--- src/rtl/lic_pkg.sv ---
package lic_pkg;
  typedef enum logic [1:0] {
    VW_SCALAR = 2'd0,
    VW_128    = 2'd1,
    VW_256    = 2'd2,
    VW_512    = 2'd3
  } vwidth_e;

  localparam logic [1:0] LIC_FAST = 2'd0;
  localparam logic [1:0] LIC_MID  = 2'd1;
  localparam logic [1:0] LIC_SLOW = 2'd2;
  localparam int unsigned NUM_TARGETS = 2;
endpackage

--- src/rtl/lic_classify.sv ---
module lic_classify
  import lic_pkg::*;
(
  input  logic [1:0] width_i,
  input  logic       heavy_i,
  output logic [1:0] req_o,
  output logic       soft_o,
  output logic       hard_o
);
  always_comb begin
    req_o  = LIC_FAST;
    soft_o = 1'b0;
    hard_o = 1'b0;
    unique case (vwidth_e'(width_i))
      VW_256: begin
        if (heavy_i) begin
          req_o  = LIC_MID;
          soft_o = 1'b1;
        end
      end
      VW_512: begin
        if (heavy_i) begin
          req_o  = LIC_SLOW;
          soft_o = 1'b1;
        end else begin
          req_o  = LIC_MID;
          hard_o = 1'b1;
        end
      end
      default: ;
    endcase
  end
endmodule

--- src/rtl/lic_density_win.sv ---
module lic_density_win #(
  parameter int unsigned WIN    = 16,
  parameter int unsigned THRESH = 4,
  localparam int unsigned CW    = $clog2(WIN + 1)
) (
  input  logic          clk,
  input  logic          rst_n,
  input  logic          clr_i,
  input  logic          hit_i,
  output logic [CW-1:0] cnt_o,
  output logic          reach_o
);
  logic [WIN-1:0] hist_q;
  logic [CW-1:0]  cnt_q;
  logic [CW:0]    cnt_next;

  // hist_q[WIN-1] is the oldest entry and leaves the window on this edge
  assign cnt_next = {1'b0, cnt_q} + {{CW{1'b0}}, hit_i} - {{CW{1'b0}}, hist_q[WIN-1]};
  assign reach_o  = hit_i && (cnt_next >= (CW + 1)'(THRESH));
  assign cnt_o    = cnt_q;

  always_ff @(posedge clk) begin
    if (!rst_n || clr_i) begin
      hist_q <= '0;
      cnt_q  <= '0;
    end else begin
      hist_q <= {hist_q[WIN-2:0], hit_i};
      cnt_q  <= cnt_next[CW-1:0];
    end
  end
endmodule

--- src/rtl/lic_relax_timer.sv ---
module lic_relax_timer #(
  parameter int unsigned RELAX = 64,
  localparam int unsigned RW   = $clog2(RELAX + 1)
) (
  input  logic clk,
  input  logic rst_n,
  input  logic clr_i,
  input  logic active_i,
  input  logic touch_i,
  output logic expire_o
);
  logic [RW-1:0] cnt_q;

  assign expire_o = active_i && !touch_i && (cnt_q == RW'(RELAX - 1));

  always_ff @(posedge clk) begin
    if (!rst_n || clr_i || touch_i || !active_i) begin
      cnt_q <= '0;
    end else begin
      cnt_q <= cnt_q + RW'(1);
    end
  end
endmodule

--- src/rtl/lic_ctrl.sv ---
module lic_ctrl
  import lic_pkg::*;
#(
  parameter int unsigned WIN    = 16,
  parameter int unsigned THRESH = 4,
  parameter int unsigned RELAX  = 64,
  parameter int unsigned STALL  = 8
) (
  input  logic       clk,
  input  logic       rst_n,
  input  logic       in_valid,
  output logic       in_ready,
  input  logic [1:0] in_width,
  input  logic       in_heavy,
  output logic [1:0] lic_o,
  output logic       halt_o,
  output logic       throttle_o
);
  localparam int unsigned CW  = $clog2(WIN + 1);
  localparam int unsigned HCW = (STALL > 1) ? $clog2(STALL) : 1;

  logic [1:0]     lic_q;
  logic           halt_q;
  logic [HCW-1:0] hcnt_q;

  logic           acc;
  logic [1:0]     cls_req;
  logic           cls_soft;
  logic           cls_hard;
  logic [NUM_TARGETS:1] hit;
  logic [NUM_TARGETS:1] reach;
  logic [CW-1:0]  cnt [1:NUM_TARGETS];
  logic           relax_exp;
  logic           halt_done;
  logic           chg;
  logic           touch;

  assign in_ready = !halt_q;
  assign acc      = in_valid && in_ready;

  lic_classify u_cls (
    .width_i (in_width),
    .heavy_i (in_heavy),
    .req_o   (cls_req),
    .soft_o  (cls_soft),
    .hard_o  (cls_hard)
  );

  for (genvar g = 1; g <= NUM_TARGETS; g++) begin : g_win
    assign hit[g] = acc && cls_soft && (cls_req == 2'(g)) && (lic_q < 2'(g));
    lic_density_win #(.WIN(WIN), .THRESH(THRESH)) u_win (
      .clk     (clk),
      .rst_n   (rst_n),
      .clr_i   (chg),
      .hit_i   (hit[g]),
      .cnt_o   (cnt[g]),
      .reach_o (reach[g])
    );
  end

  assign touch     = acc && (cls_req >= lic_q);
  assign halt_done = halt_q && (hcnt_q == '0);

  lic_relax_timer #(.RELAX(RELAX)) u_relax (
    .clk      (clk),
    .rst_n    (rst_n),
    .clr_i    (chg),
    .active_i ((lic_q != LIC_FAST) && !halt_q),
    .touch_i  (touch),
    .expire_o (relax_exp)
  );

  assign chg = halt_done || (|reach) || (!halt_q && relax_exp);

  always_ff @(posedge clk) begin
    if (!rst_n) begin
      lic_q  <= LIC_FAST;
      halt_q <= 1'b0;
      hcnt_q <= '0;
    end else if (halt_q) begin
      if (halt_done) begin
        halt_q <= 1'b0;
        lic_q  <= LIC_MID;
      end else begin
        hcnt_q <= hcnt_q - HCW'(1);
      end
    end else if (reach[2]) begin
      lic_q <= LIC_SLOW;
    end else if (reach[1]) begin
      lic_q <= LIC_MID;
    end else if (acc && cls_hard && (lic_q == LIC_FAST)) begin
      halt_q <= 1'b1;
      hcnt_q <= HCW'(STALL - 1);
    end else if (relax_exp) begin
      lic_q <= lic_q - 2'd1;
    end
  end

  assign lic_o      = lic_q;
  assign halt_o     = halt_q;
  assign throttle_o = (cnt[1] != '0) || (cnt[2] != '0);
endmodule

--- config.mk ---
export PLATFORM = sky130hd
export DESIGN_NAME = lic_ctrl
export DESIGN_NICKNAME = d
export VERILOG_FILES = /design/src/rtl/lic_pkg.sv /design/src/rtl/lic_classify.sv /design/src/rtl/lic_density_win.sv /design/src/rtl/lic_relax_timer.sv /design/src/rtl/lic_ctrl.sv
export SDC_FILE = /design/constraint.sdc
export NUM_CORES = 1
export LEC_CHECK = 0
export ABC_AREA = 1
export BUFFER_PORTS_ARGS = -buffer_cell sky130_fd_sc_hd__buf_4
export CAP_MARGIN = 10
export CORE_MARGIN = 5
export CORE_UTILIZATION = 60
export CTS_BUF_LIST = sky130_fd_sc_hd__clkbuf_8
export CTS_CLUSTER_SIZE = 40
export DETAILED_ROUTE_END_ITERATION = 7
export PLACE_DENSITY = 0.84
export SYNTH_ARGS = -nofsm -noshare
export SYNTH_HDL_FRONTEND = slang
export SYNTH_HIERARCHICAL = 1
export SYNTH_SLANG_ARGS = --single-unit
--- constraint.sdc ---
create_clock -name clk -period 3.75 [get_ports clk]
set_input_delay 0.1875 -clock clk [delete_from_list [all_inputs] [get_ports clk]]
set_output_delay 0.1875 -clock clk [all_outputs]
set_load 0.02 [all_outputs]
==> results of run 1 <==
synthesized netlist by cell type:
master / instances / area, µm²
buf_6: 1 / 11.3
o21ai_1: 1 / 5.00
a21boi_0: 1 / 7.51
inv_1: 86 / 323
o21bai_1: 2 / 15.0
nand2_2: 9 / 56.3
nor2_1: 64 / 240
xnor2_1: 3 / 26.3
a21oi_1: 6 / 30.0
nand3_1: 21 / 105
clkbuf_1: 3 / 11.3
nor2_4: 2 / 22.5
o21ai_2: 1 / 8.76
a21oi_2: 1 / 8.76
fa_1: 2 / 40.0
dfxtp_1: 55 / 1100
nor3b_2: 1 / 12.5
a31oi_1: 1 / 6.26
inv_2: 3 / 11.3
ha_1: 18 / 225
nor2_2: 3 / 18.8
nand3_2: 6 / 60.1
nor4_1: 3 / 18.8
o21ai_0: 4 / 20.0
nand2_1: 45 / 169
nor2_8: 1 / 20.0
buf_2: 1 / 5.00
nand4_1: 4 / 25.0
placed cells by master, fill, tap and decap left out, drive strengths merged, types with 4 or more instances in the layout:
master,Yosys,routed
buf,2,10
nand3,27,27
a21oi,7,7
o21ai,6,6
nor2,70,70
inv,89,91
nand2,54,54
dfxtp,55,55
ha,18,18
nand4,4,4
clkbuf,3,5
power breakdown:
part	leakage [µW]	internal, µW	switching [µW]
Clock	0.0000460	132	185
Combinational	0.000781	20.9	37.6
Sequential	0.000443	587	3.21
Total	0.00127	740	226
per-layer routing:
layer | track usage | vias up | part of all wire
met5 | 0 | - | 0
met4 | 0.0738 | 0 | 0.022
met3 | 0.0449 | 10 | 0.025
met2 | 0.307 | 18 | 0.50
met1 | 0.187 | 843 | 0.46
li1 | - | 1059 | -
worst max-delay path by stage:
| stage | startpoint | endpoint | cells after the start |
|---|---|---|---|
| after floorplan | lic_o[0]$_SDFFE_PN0P_ | g_win[1].u_win/cnt_o[2]$_SDFF_PP0_ | 19 |
| after global placement | lic_o[1]$_SDFFE_PN0P_ | g_win[1].u_win/cnt_o[3]$_SDFF_PP0_ | 18 |
| after detailed placement | halt_o$_SDFF_PN0_ | g_win[2].u_win/cnt_o[2]$_SDFF_PP0_ | 17 |
| after CTS | halt_o$_SDFF_PN0_ | g_win[2].u_win/cnt_o[2]$_SDFF_PP0_ | 17 |
| after global routing | halt_o$_SDFF_PN0_ | g_win[1].u_win/hist_q[13]$_SDFF_PP0_ | 17 |
| final | halt_o$_SDFF_PN0_ | g_win[2].u_win/cnt_o[2]$_SDFF_PP0_ | 17 |
registers in the layout, indices dropped and copies added, names as in the netlist:
name / count
g_win.u_win/hist_q: 32
halt_o: 1
g_win.u_win/cnt_o: 10
u_relax/cnt_q: 7
hcnt_q: 3
lic_o: 2
area by class of cell:
| class | count | area, µm² | area share |
|---|---|---|---|
| Clock buffer | 5 | 68.8 | 0.0245 |
| Timing Repair Buffer | 10 | 75.1 | 0.0268 |
| Tap cell | 52 | 65.1 | 0.0232 |
| Inverter | 89 | 334 | 0.119 |
| Clock inverter | 3 | 20.0 | 0.00714 |
| Multi-Input combinational cell | 199 | 1140 | 0.407 |
| Sequential cell | 55 | 1100 | 0.393 |
worst max-delay path, stage by stage (launching register included):
cell,delay (ns)
dfxtp_1,0.63
nor2_8,0.08
nand2_1,0.09
nor2_1,0.08
ha_1,0.24
fa_1,0.42
nand3_1,0.11
nand3_1,0.08
nand2_1,0.06
nand2_1,0.07
nand3_1,0.08
nor2_1,0.04
nor2_1,0.35
nor2_4,0.07
nand2_1,0.15
inv_1,0.06
nand2_1,0.49
nor2_1,0.13
kinds of logic (layout without fill, tap and decap cells):
logic type,count (synthesis),in the layout,share of synthesized area
and+or+nand+nor,159,159,0.287
buffers and inverters,94,107,0.139
DFF,55,55,0.423
adders and majority gates,20,20,0.102
AOI/OAI and AO/OA,17,17,0.0389
xor gates and xnor gates,3,3,0.0101
through the flow:
step	instance area [µm²]	power, µW	setup slack, ns	hold slack [ns]	utilization
after floorplan	2600	648	0.865	0.308	-
final	2810	966	0.376	0.147	0.653
after detailed placement	2720	662	0.458	0.399	0.633
after global routing	2810	1010	0.0708	0.154	0.653
after global placement	2720	661	0.561	0.394	0.633
after CTS	2810	983	0.389	0.137	0.653
==> metrics.md, run 1 <==
| Metric | Value |
|---|---|
| Vias in the first global route | `approximately 1900` |
| ANT cells | `0` |
| Slew margin rel. | `0.558` |
| Pleak | `between 0.001 and 0.0015 µW` |
| Least-Margin Pin Slew | `approximately 0.66 ns` |
| Routability cong. | `roughly 0.83` |
| Vias per cell | `roughly 4.7` |
| Iteration-0 DRC Markers | `65` |
| Max Clk Rate | `between 200 and 300 MHz` |
| Final Cycle Share | `0.900` |
| Max-cap violations | `0` |
| Slew Limit Fails | `0` |
| Worst hold start | `rst_n` |
| CTS resizes | `0` |
| Hold Path Class | `input port to flip-flop` |
| DRT Pass-1 Iters | `4` |
| CTS max path bufs | `2` |
| Port Buf Inserts | `10` |
| Worst-path clk slew | `~0.090 ns` |
| Post-synth cell types | `28` |
| Max IR drop VDD | `~300 µV` |
| Antenna viol nets, final | `0` |
| Mean routed wirelength per cell | `10.2 µm` |
| Clock Sinks | `55` |
| Syn Inst Count | `348` |
| Final hold viol count | `0` |
| Nets@finish | `between 300 and 400` |
| Min Tclk post-route | `roughly 3.4 ns` |
| GRT Util Overall | `0.171` |
| Final setup violating endpoints | `0` |
| Largest net degree at the start of global routing | `22` |
| Total congestion overflow | `0` |
| Sequential area share after synthesis | `0.423` |
| Syn Nets | `about 370` |
| Hold-fix buffers, CTS | `0` |
| Fin cells | `~410` |
| Initial core utilization | `0.606` |
| # Post-CTS Setup Buffers | `0` |
| Vias post-DR | `slightly below 2000` |
| RSZ-0062 raised after global routing | `no` |
| Layout cells sized above 1 | `0.122` |
| Boundary pin count | `11` |
| Root Buffer | `clkbuf_8` |
| Initial antenna violation count | `0` |
| CP endpoint kind | `flip-flop` |
| Worst reg2reg path depth | `17` |
| Hold path endpoint | `lic_o[0]$_SDFFE_PN0P_` |
| Power per cell area | `roughly 340 mW/mm²` |
| Hold Path Stages | `3` |
| Clock skew | `0.0101 ns` |
| Reg-to-reg slack, setup | `approximately 0.38 ns` |
| FF-to-FF End | `g_win[2].u_win/cnt_o[2]$_SDFF_PP0_` |
| Cell row count | `24` |
| Mean Syn Cell Area | `approximately 7.5 µm²` |
| Die H | `approximately 76 µm` |
| Core Area | `0.00429 mm²` |
| Startpoint types | `flip-flop` |
| Routed Wire Length | `about 4200 µm` |
| Synth Warn # | `6` |
| Setup TNS | `0 ns` |
| #FFs+latches synth | `55` |
| Arr. time, crit path | `between 3 and 4 ns` |
| Post-DP HPWL | `~3200 µm` |
| CP Class | `flip-flop to flip-flop` |
| TritonCTS clock tree | `built` |
| DRC | `0` |
| Global-route wire length before repair | `7560 µm` |
| R2R Path Start | `halt_o$_SDFF_PN0_` |
| P&R area growth vs syn | `7.74%` |
| Die footprint | `about 0.0058 mm²` |
| Critical Path Fanout Max | `21` |
| Critical Path RT | `about 3.9 ns` |
| Post-placement cell count | `slightly above 400` |
| CTS buffer count | `5` |
| Status | `finished, final reports clean` |
| Die width | `around 76 µm` |
| Synth Cell Area | `around 0.0026 mm²` |
| CTS H-tree lvls | `2` |
| Fill cells | `roughly 370` |
| Worst-Skew Late Latency | `0.30 ns` |
Note: power is estimated with default switching activity, not from simulation.
==> run 2: changes to the inputs <==
--- a/config.mk
+++ b/config.mk
@@ -10,7 +10,7 @@
 export CAP_MARGIN = 10
 export CORE_MARGIN = 5
 export CORE_UTILIZATION = 60
-export CTS_BUF_LIST = sky130_fd_sc_hd__clkbuf_8
+export CTS_BUF_LIST = sky130_fd_sc_hd__clkbuf_16
 export CTS_CLUSTER_SIZE = 40
 export DETAILED_ROUTE_END_ITERATION = 7
 export PLACE_DENSITY = 0.84
==> run 2 against run 1 <==
Against the previous run: fmax increased by 0.58%; highest routed layer unchanged; die area unchanged; largest cell class unchanged; largest power group unchanged; clock-buffer cell count unchanged.
==> metrics.md, run 2 (synthesized netlist as in run 1, its figures left out) <==
| Metric | Value |
|---|---|
| Status | `finished, final reports clean` |
| Slew Limit Fails | `0 (unchanged)` |
| Port Buf Inserts | `10 (unchanged)` |
| Power per cell area | `383 mW/mm² (+11%)` |
| Startpoint types | `flip-flop` |
| Final hold viol count | `0 (unchanged)` |
| Crit-path slowest cell | `dfxtp_1` |
| TritonCTS clock tree | `built` |
| Boundary pin count | `11 (unchanged)` |
| Antenna viol nets, final | `0 (unchanged)` |
| Die H | `75.9 µm (unchanged)` |
| Commonest non-fill, non-tap cell in the layout | `inv_1` |
| Routed Wire Length | `4270 µm (+1.7%)` |
| DRC | `0 (unchanged)` |
| RSZ-0062 raised after global routing | `no` |
| Arr. time, crit path | `3.50 ns (-0.04 ns)` |
| Most frequent cells in the layout | `inv_1 (87), nor2_1 (64), dfxtp_1 (55)` |
| GRT Util Overall | `0.176 (+0.00505)` |
| Post-DP HPWL | `3250 µm (unchanged)` |
| Hold Path Class | `input port to flip-flop` |
| Slew margin rel. | `0.563 (+0.00498)` |
| Critical Path RT | `3.90 ns (-0.02 ns)` |
| Global-route wire length before repair | `7710 µm (+2.1%)` |
| Final Cycle Share | `0.895 (-0.00516)` |
| CP Class | `flip-flop to flip-flop` |
| Vias per cell | `4.71 (+0.73%)` |
| Origin of the worst setup path | `halt_o$_SDFF_PN0_` |
| Critical Path Fanout Max | `21 (unchanged)` |
| Iteration-0 DRC Markers | `60 (-7.7%)` |
| Clock Sinks | `55 (unchanged)` |
| ANT cells | `0 (unchanged)` |
| Worst path most repeated cell | `nand2_1` |
| P&R area growth vs syn | `9.90%` |
| Met3 Use GR | `0.0449 (unchanged)` |
| CP bufs+invs | `1 (unchanged)` |
| DRT Pass-1 Iters | `4 (unchanged)` |
| Max-cap violations | `0 (unchanged)` |
| Clock skew | `0.00806 ns (-0.00202 ns)` |
| # Post-CTS Setup Buffers | `0 (unchanged)` |
| Nets@finish | `386 (unchanged)` |
| Biggest register | `g_win.u_win/hist_q` |
| Hold-fix buffers, CTS | `0 (unchanged)` |
| Largest register FFs | `32 (unchanged)` |
| Routability cong. | `0.830 (unchanged)` |
| Cell row count | `24 (unchanged)` |
| Vias in the first global route | `1928 (+0.68%)` |
| Grt met2 use | `0.316 (+0.00856)` |
| Largest net degree at the start of global routing | `22 (unchanged)` |
| Die width | `75.9 µm (unchanged)` |
| Root Buffer | `clkbuf_16` |
| Final core utilization | `0.666 (+0.0131)` |
| Worst-Skew Late Latency | `0.29 ns (about the same)` |
| Worst-path clk slew | `0.07 ns (-0.02 ns)` |
| Top delay family on crit path | `simple AND/OR/NAND/NOR gates` |
| Max Clk Rate | `298 MHz (+0.58%)` |
| Initial core utilization | `0.606 (unchanged)` |
| Worst hold start | `rst_n` |
| Mean routed wirelength per cell | `10.3 µm (+1.7%)` |
| Crit-path cells | `nor2_8, nand2_1, nor2_1, ha_1, fa_1, nand3_1, nand3_1, nand2_1, nand2_1, nand3_1, nor2_1, nor2_1, nor2_4, nand2_1, inv_1, nand2_1, nor2_1` |
| R2R Path Start | `halt_o$_SDFF_PN0_` |
| Fill cells | `362 (-1.6%)` |
| Min Tclk post-route | `3.35 ns (-0.0193 ns)` |
| CP endpoint kind | `flip-flop` |
| Storage cell area | `0.00110 mm² (unchanged)` |
| Least-Margin Pin Slew | `0.654 ns (-0.00745 ns)` |
| Max stage delay on crit path | `0.62 ns (about the same)` |
| Vias post-DR | `1944 (+0.73%)` |
| CTS buffer count | `5 (unchanged)` |
| Total congestion overflow | `0 (unchanged)` |
| CTS max path bufs | `2 (unchanged)` |
| Met1 Usage GRT | `0.197 (+0.00934)` |
| Multi-input logic area | `0.00114 mm² (unchanged)` |
| Pleak | `0.00130 µW (+2.0%)` |
| Setup TNS | `0 ns (unchanged)` |
| Global route hottest layer | `met2` |
| Initial antenna violation count | `0 (unchanged)` |
| Final setup violating endpoints | `0 (unchanged)` |
| CTS resizes | `0 (unchanged)` |
| CTS H-tree lvls | `2 (unchanged)` |
| Max IR drop VDD | `365 µV (+22%)` |
| Layout cells sized above 1 | `0.122 (unchanged)` |
| Die footprint | `0.00576 mm² (unchanged)` |
| PnR Total Power | `1100 µW (+13%)` |
| Core Area | `0.00429 mm² (unchanged)` |
[run 2: per-layer routing]
metal | share of wire | vias up
met4 | 0.017 | 0
met1 | 0.46 | 868
met5 | 0 | -
met3 | 0.021 | 6
li1 | - | 1057
met2 | 0.50 | 13
[run 2: power by group]
| group | total, µW | leakage, µW | switching, µW | internal, µW |
|---|---|---|---|---|
| Combinational | 58.5 | 0.000781 | 37.6 | 20.9 |
| Clock | 446 | 0.0000716 | 199 | 247 |
| Sequential | 591 | 0.000443 | 3.17 | 588 |
[run 2: per-stage QoR]
step	worst slack [ns]	instance area, µm²	cells	hold slack, ns
after detailed placement	0.458	2720	405	0.399
after global placement	0.561	2720	405	0.394
after CTS	0.383	2860	413	0.163
final	0.395	2860	413	0.170
after global routing	0.0396	2860	413	0.181
after floorplan	0.865	2600	348	0.308
[run 2: worst paths after layout]
| kind | cells past startpoint | endpoint | slack, ns |
|---|---|---|---|
| setup / recovery | 17 | g_win[2].u_win/cnt_o[2]$_SDFF_PP0_ | 0.40 |
| hold / removal | 3 | lic_o[0]$_SDFFE_PN0P_ | 0.17 |
| setup reg to reg | 17 | g_win[2].u_win/cnt_o[2]$_SDFF_PP0_ | 0.40 |
| hold reg to reg | 2 | g_win[1].u_win/hist_q[3]$_SDFF_PP0_ | 0.40 |
[run 2: cell type report]
type                    count  share of cell area
well taps                  52              0.0227
clock inverters             3             0.00700
inverters                  89               0.117
repair buffers             10              0.0262
flip-flops and latches     55               0.385
clock buffers               5              0.0437
multi-input cells         199               0.399
[run 2: worst reg2reg max path, stage by stage, from the launching register on]
cell	delay, ns
dfxtp_1	0.62
nor2_8	0.08
nand2_1	0.09
nor2_1	0.07
ha_1	0.24
fa_1	0.42
nand3_1	0.11
nand3_1	0.08
nand2_1	0.06
nand2_1	0.07
nand3_1	0.08
nor2_1	0.05
nor2_1	0.35
nor2_4	0.08
nand2_1	0.15
inv_1	0.06
nand2_1	0.49
nor2_1	0.13
==> run 3: changes to the inputs <==
==> constraint.sdc (replaced) <==
create_clock -name clk -period 3.22 [get_ports clk]
set_input_delay 0.161 -clock clk [delete_from_list [all_inputs] [get_ports clk]]
set_output_delay 0.161 -clock clk [all_outputs]
set_load 0.02 [all_outputs]
==> run 3 against run 2 <==
Against the previous run: flip-flop and latch count is the same; fmax up 17%; first-iteration DRC count grew 27%; combinational power is 24% higher; worst setup slack worse by 0.049 ns; critical path depth increased by 2; core utilization is 0.90 points higher; non-clock buffer count increased by 3; hold slack worse by 0.026 ns; clock skew down 0.0016 ns; sequential power up 16%; clock power grew 21%; largest cell class unchanged.
==> metrics.md, run 3 (synthesized netlist as in run 1, its figures left out) <==
| Metric | Value |
|---|---|
| Reg-to-reg slack, setup | `0.35 ns (-0.05 ns)` |
| ANT cells | `0 (unchanged)` |
| Hold Path Stages | `3 (unchanged)` |
| DRT Pass-1 Iters | `6 (+2)` |
| GRT Util Overall | `0.171 (-0.00487)` |
| Arr. time, crit path | `3.10 ns (-0.40 ns)` |
| Die H | `75.9 µm (unchanged)` |
| Boundary pin count | `11 (unchanged)` |
| Max Clk Rate | `348 MHz (+17%)` |
| Final core utilization | `0.675 (+0.00903)` |
| Die width | `75.9 µm (unchanged)` |
| Vias post-DR | `1972 (+1.4%)` |
| Hold path endpoint | `lic_o[0]$_SDFFE_PN0P_` |
| Final Cycle Share | `0.892 (-0.00228)` |
| Least-Margin Pin Slew | `0.343 ns (-0.311 ns)` |
| Total congestion overflow | `0 (unchanged)` |
| Port Buf Inserts | `10 (unchanged)` |
| Layout cells sized above 1 | `0.137 (+0.0155)` |
| Worst hold slack | `0.143 ns (-0.0264 ns)` |
| RSZ-0062 raised after global routing | `no` |
| CTS buffer count | `5 (unchanged)` |
| P&R area growth vs syn | `11.4%` |
| Routed Wire Length | `4160 µm (-2.7%)` |
| Global-route wire length before repair | `7580 µm (-1.8%)` |
| Clock Sinks | `55 (unchanged)` |
| Setup TNS | `0 ns (unchanged)` |
| Initial core utilization | `0.606 (unchanged)` |
| Vias in the first global route | `1925 (-0.16%)` |
| Core Area | `0.00429 mm² (unchanged)` |
| Worst hold start | `rst_n` |
| Min Tclk post-route | `2.87 ns (-0.481 ns)` |
| TritonCTS clock tree | `built` |
| DRC | `0 (unchanged)` |
| Hold Path Class | `input port to flip-flop` |
| Initial antenna violation count | `0 (unchanged)` |
| Status | `finished, final reports clean` |
| Antenna viol nets, final | `0 (unchanged)` |
| Critical Path Fanout Max | `7 (-67%)` |
| Power per cell area | `448 mW/mm² (+17%)` |
| CP endpoint kind | `flip-flop` |
| CTS max path bufs | `2 (unchanged)` |
| Commonest non-fill, non-tap cell in the layout | `inv_1` |
| Fin cells | `416 (+0.73%)` |
| Slew margin rel. | `0.770 (+0.207)` |
| Largest net degree at the start of global routing | `22 (unchanged)` |
| # Post-CTS Setup Buffers | `0 (unchanged)` |
| Nets@finish | `389 (+0.78%)` |
| Final setup violating endpoints | `0 (unchanged)` |
| Largest register FFs | `32 (unchanged)` |
| Worst-path clk slew | `0.07 ns (about the same)` |
| Clock skew | `0.00644 ns (-0.00161 ns)` |
| Post-DP HPWL | `3190 µm (-1.8%)` |
| Most frequent cells in the layout | `inv_1 (86), nor2_1 (63), dfxtp_1 (55)` |
| Max-cap violations | `0 (unchanged)` |
| Routability cong. | `0.810 (-2.4%)` |
| Biggest register | `g_win.u_win/hist_q` |
| Slew Limit Fails | `0 (unchanged)` |
| Worst reg2reg path depth | `19 (+2)` |
| Critical Path RT | `3.45 ns (-0.45 ns)` |
| CTS H-tree lvls | `2 (unchanged)` |
| Startpoint types | `flip-flop` |
| Post-placement cell count | `408 (+0.74%)` |
| Pleak | `0.00131 µW (+1.2%)` |
| Max IR drop VDD | `333 µV (-8.8%)` |
| Die footprint | `0.00576 mm² (unchanged)` |
| Vias per cell | `4.74 (+0.71%)` |
| Cell row count | `24 (unchanged)` |
| Iteration-0 DRC Markers | `76 (+27%)` |
| Worst-Skew Late Latency | `0.29 ns (about the same)` |
| Root Buffer | `clkbuf_16` |
| R2R Path Start | `lic_o[0]$_SDFFE_PN0P_` |
| CP Class | `flip-flop to flip-flop` |
| Mean routed wirelength per cell | `9.99 µm (-3.4%)` |
| Final hold viol count | `0 (unchanged)` |
| FF-to-FF End | `u_relax/cnt_q[5]$_SDFF_PP0_` |
run 3: cell types whose count changed in the layout (fill, tap and decap cells not counted), sizes merged:
cell | previous run | this run
buf | 10 | 13
run 3: worst max path at each step:
stage	endpoint	startpoint	cells after the start
after global placement	u_relax/cnt_q[5]$_SDFF_PP0_	halt_o$_SDFF_PN0_	19
final	u_relax/cnt_q[5]$_SDFF_PP0_	lic_o[0]$_SDFFE_PN0P_	19
after global routing	u_relax/cnt_q[5]$_SDFF_PP0_	lic_o[0]$_SDFFE_PN0P_	19
after floorplan	g_win[1].u_win/cnt_o[2]$_SDFF_PP0_	lic_o[0]$_SDFFE_PN0P_	19
after CTS	g_win[1].u_win/cnt_o[3]$_SDFF_PP0_	lic_o[0]$_SDFFE_PN0P_	19
after detailed placement	g_win[1].u_win/cnt_o[3]$_SDFF_PP0_	lic_o[0]$_SDFFE_PN0P_	19
run 3: critical path, stage by stage (launching register included):
cell,delay [ns]
dfxtp_1,0.35
inv_1,0.08
ha_1,0.24
nand3_1,0.09
nor2_1,0.06
ha_1,0.24
fa_1,0.41
nand3_1,0.10
nand4_1,0.09
nand2_1,0.11
nand3_1,0.08
nor2_1,0.14
nor2_2,0.09
nor2_4,0.12
nand2_1,0.11
nor2_2,0.14
nand3_2,0.16
inv_1,0.09
nand2_1,0.05
nor2_1,0.07
run 3: metrics by stage:
step	cell area, µm²	power (µW)	setup slack, ns
6_report	2900	1300	0.347
3_5_place_dp	2740	775	0.299
3_3_place_gp	2740	773	0.415
2_1_floorplan	2600	754	0.335
5_1_grt	2900	1360	0.0289
4_1_cts	2890	1310	0.292
run 3: per-layer routing:
| metal | up-vias | global-route usage | part of all wire |
|---|---|---|---|
| met5 | - | 0 | 0 |
| met4 | 0 | 0.0583 | 0.020 |
| met3 | 8 | 0.0449 | 0.027 |
| met2 | 20 | 0.302 | 0.50 |
| met1 | 879 | 0.199 | 0.46 |
| li1 | 1065 | - | - |
run 3: power breakdown:
part,total [µW],internal (µW),leakage (µW),switching (µW)
Combinational,72.8,26.8,0.000796,46.0
Sequential,687,684,0.000443,2.95
Clock,540,296,0.0000723,244
run 3: cell type report:
cell class              count  area (µm²)
clock buffers               5         125
clock inverters             3        27.5
fillers                   357        1390
inverters                  89         334
multi-input cells         199        1150
flip-flops and latches     55        1100
well taps                  52        65.1
repair buffers             13        97.6
run 3: repair_timing:
item / CTS / global route
hold buffers: 0 / 0
endpoints found under the setup margin: 0 / 10
resized for setup: 0 / 2
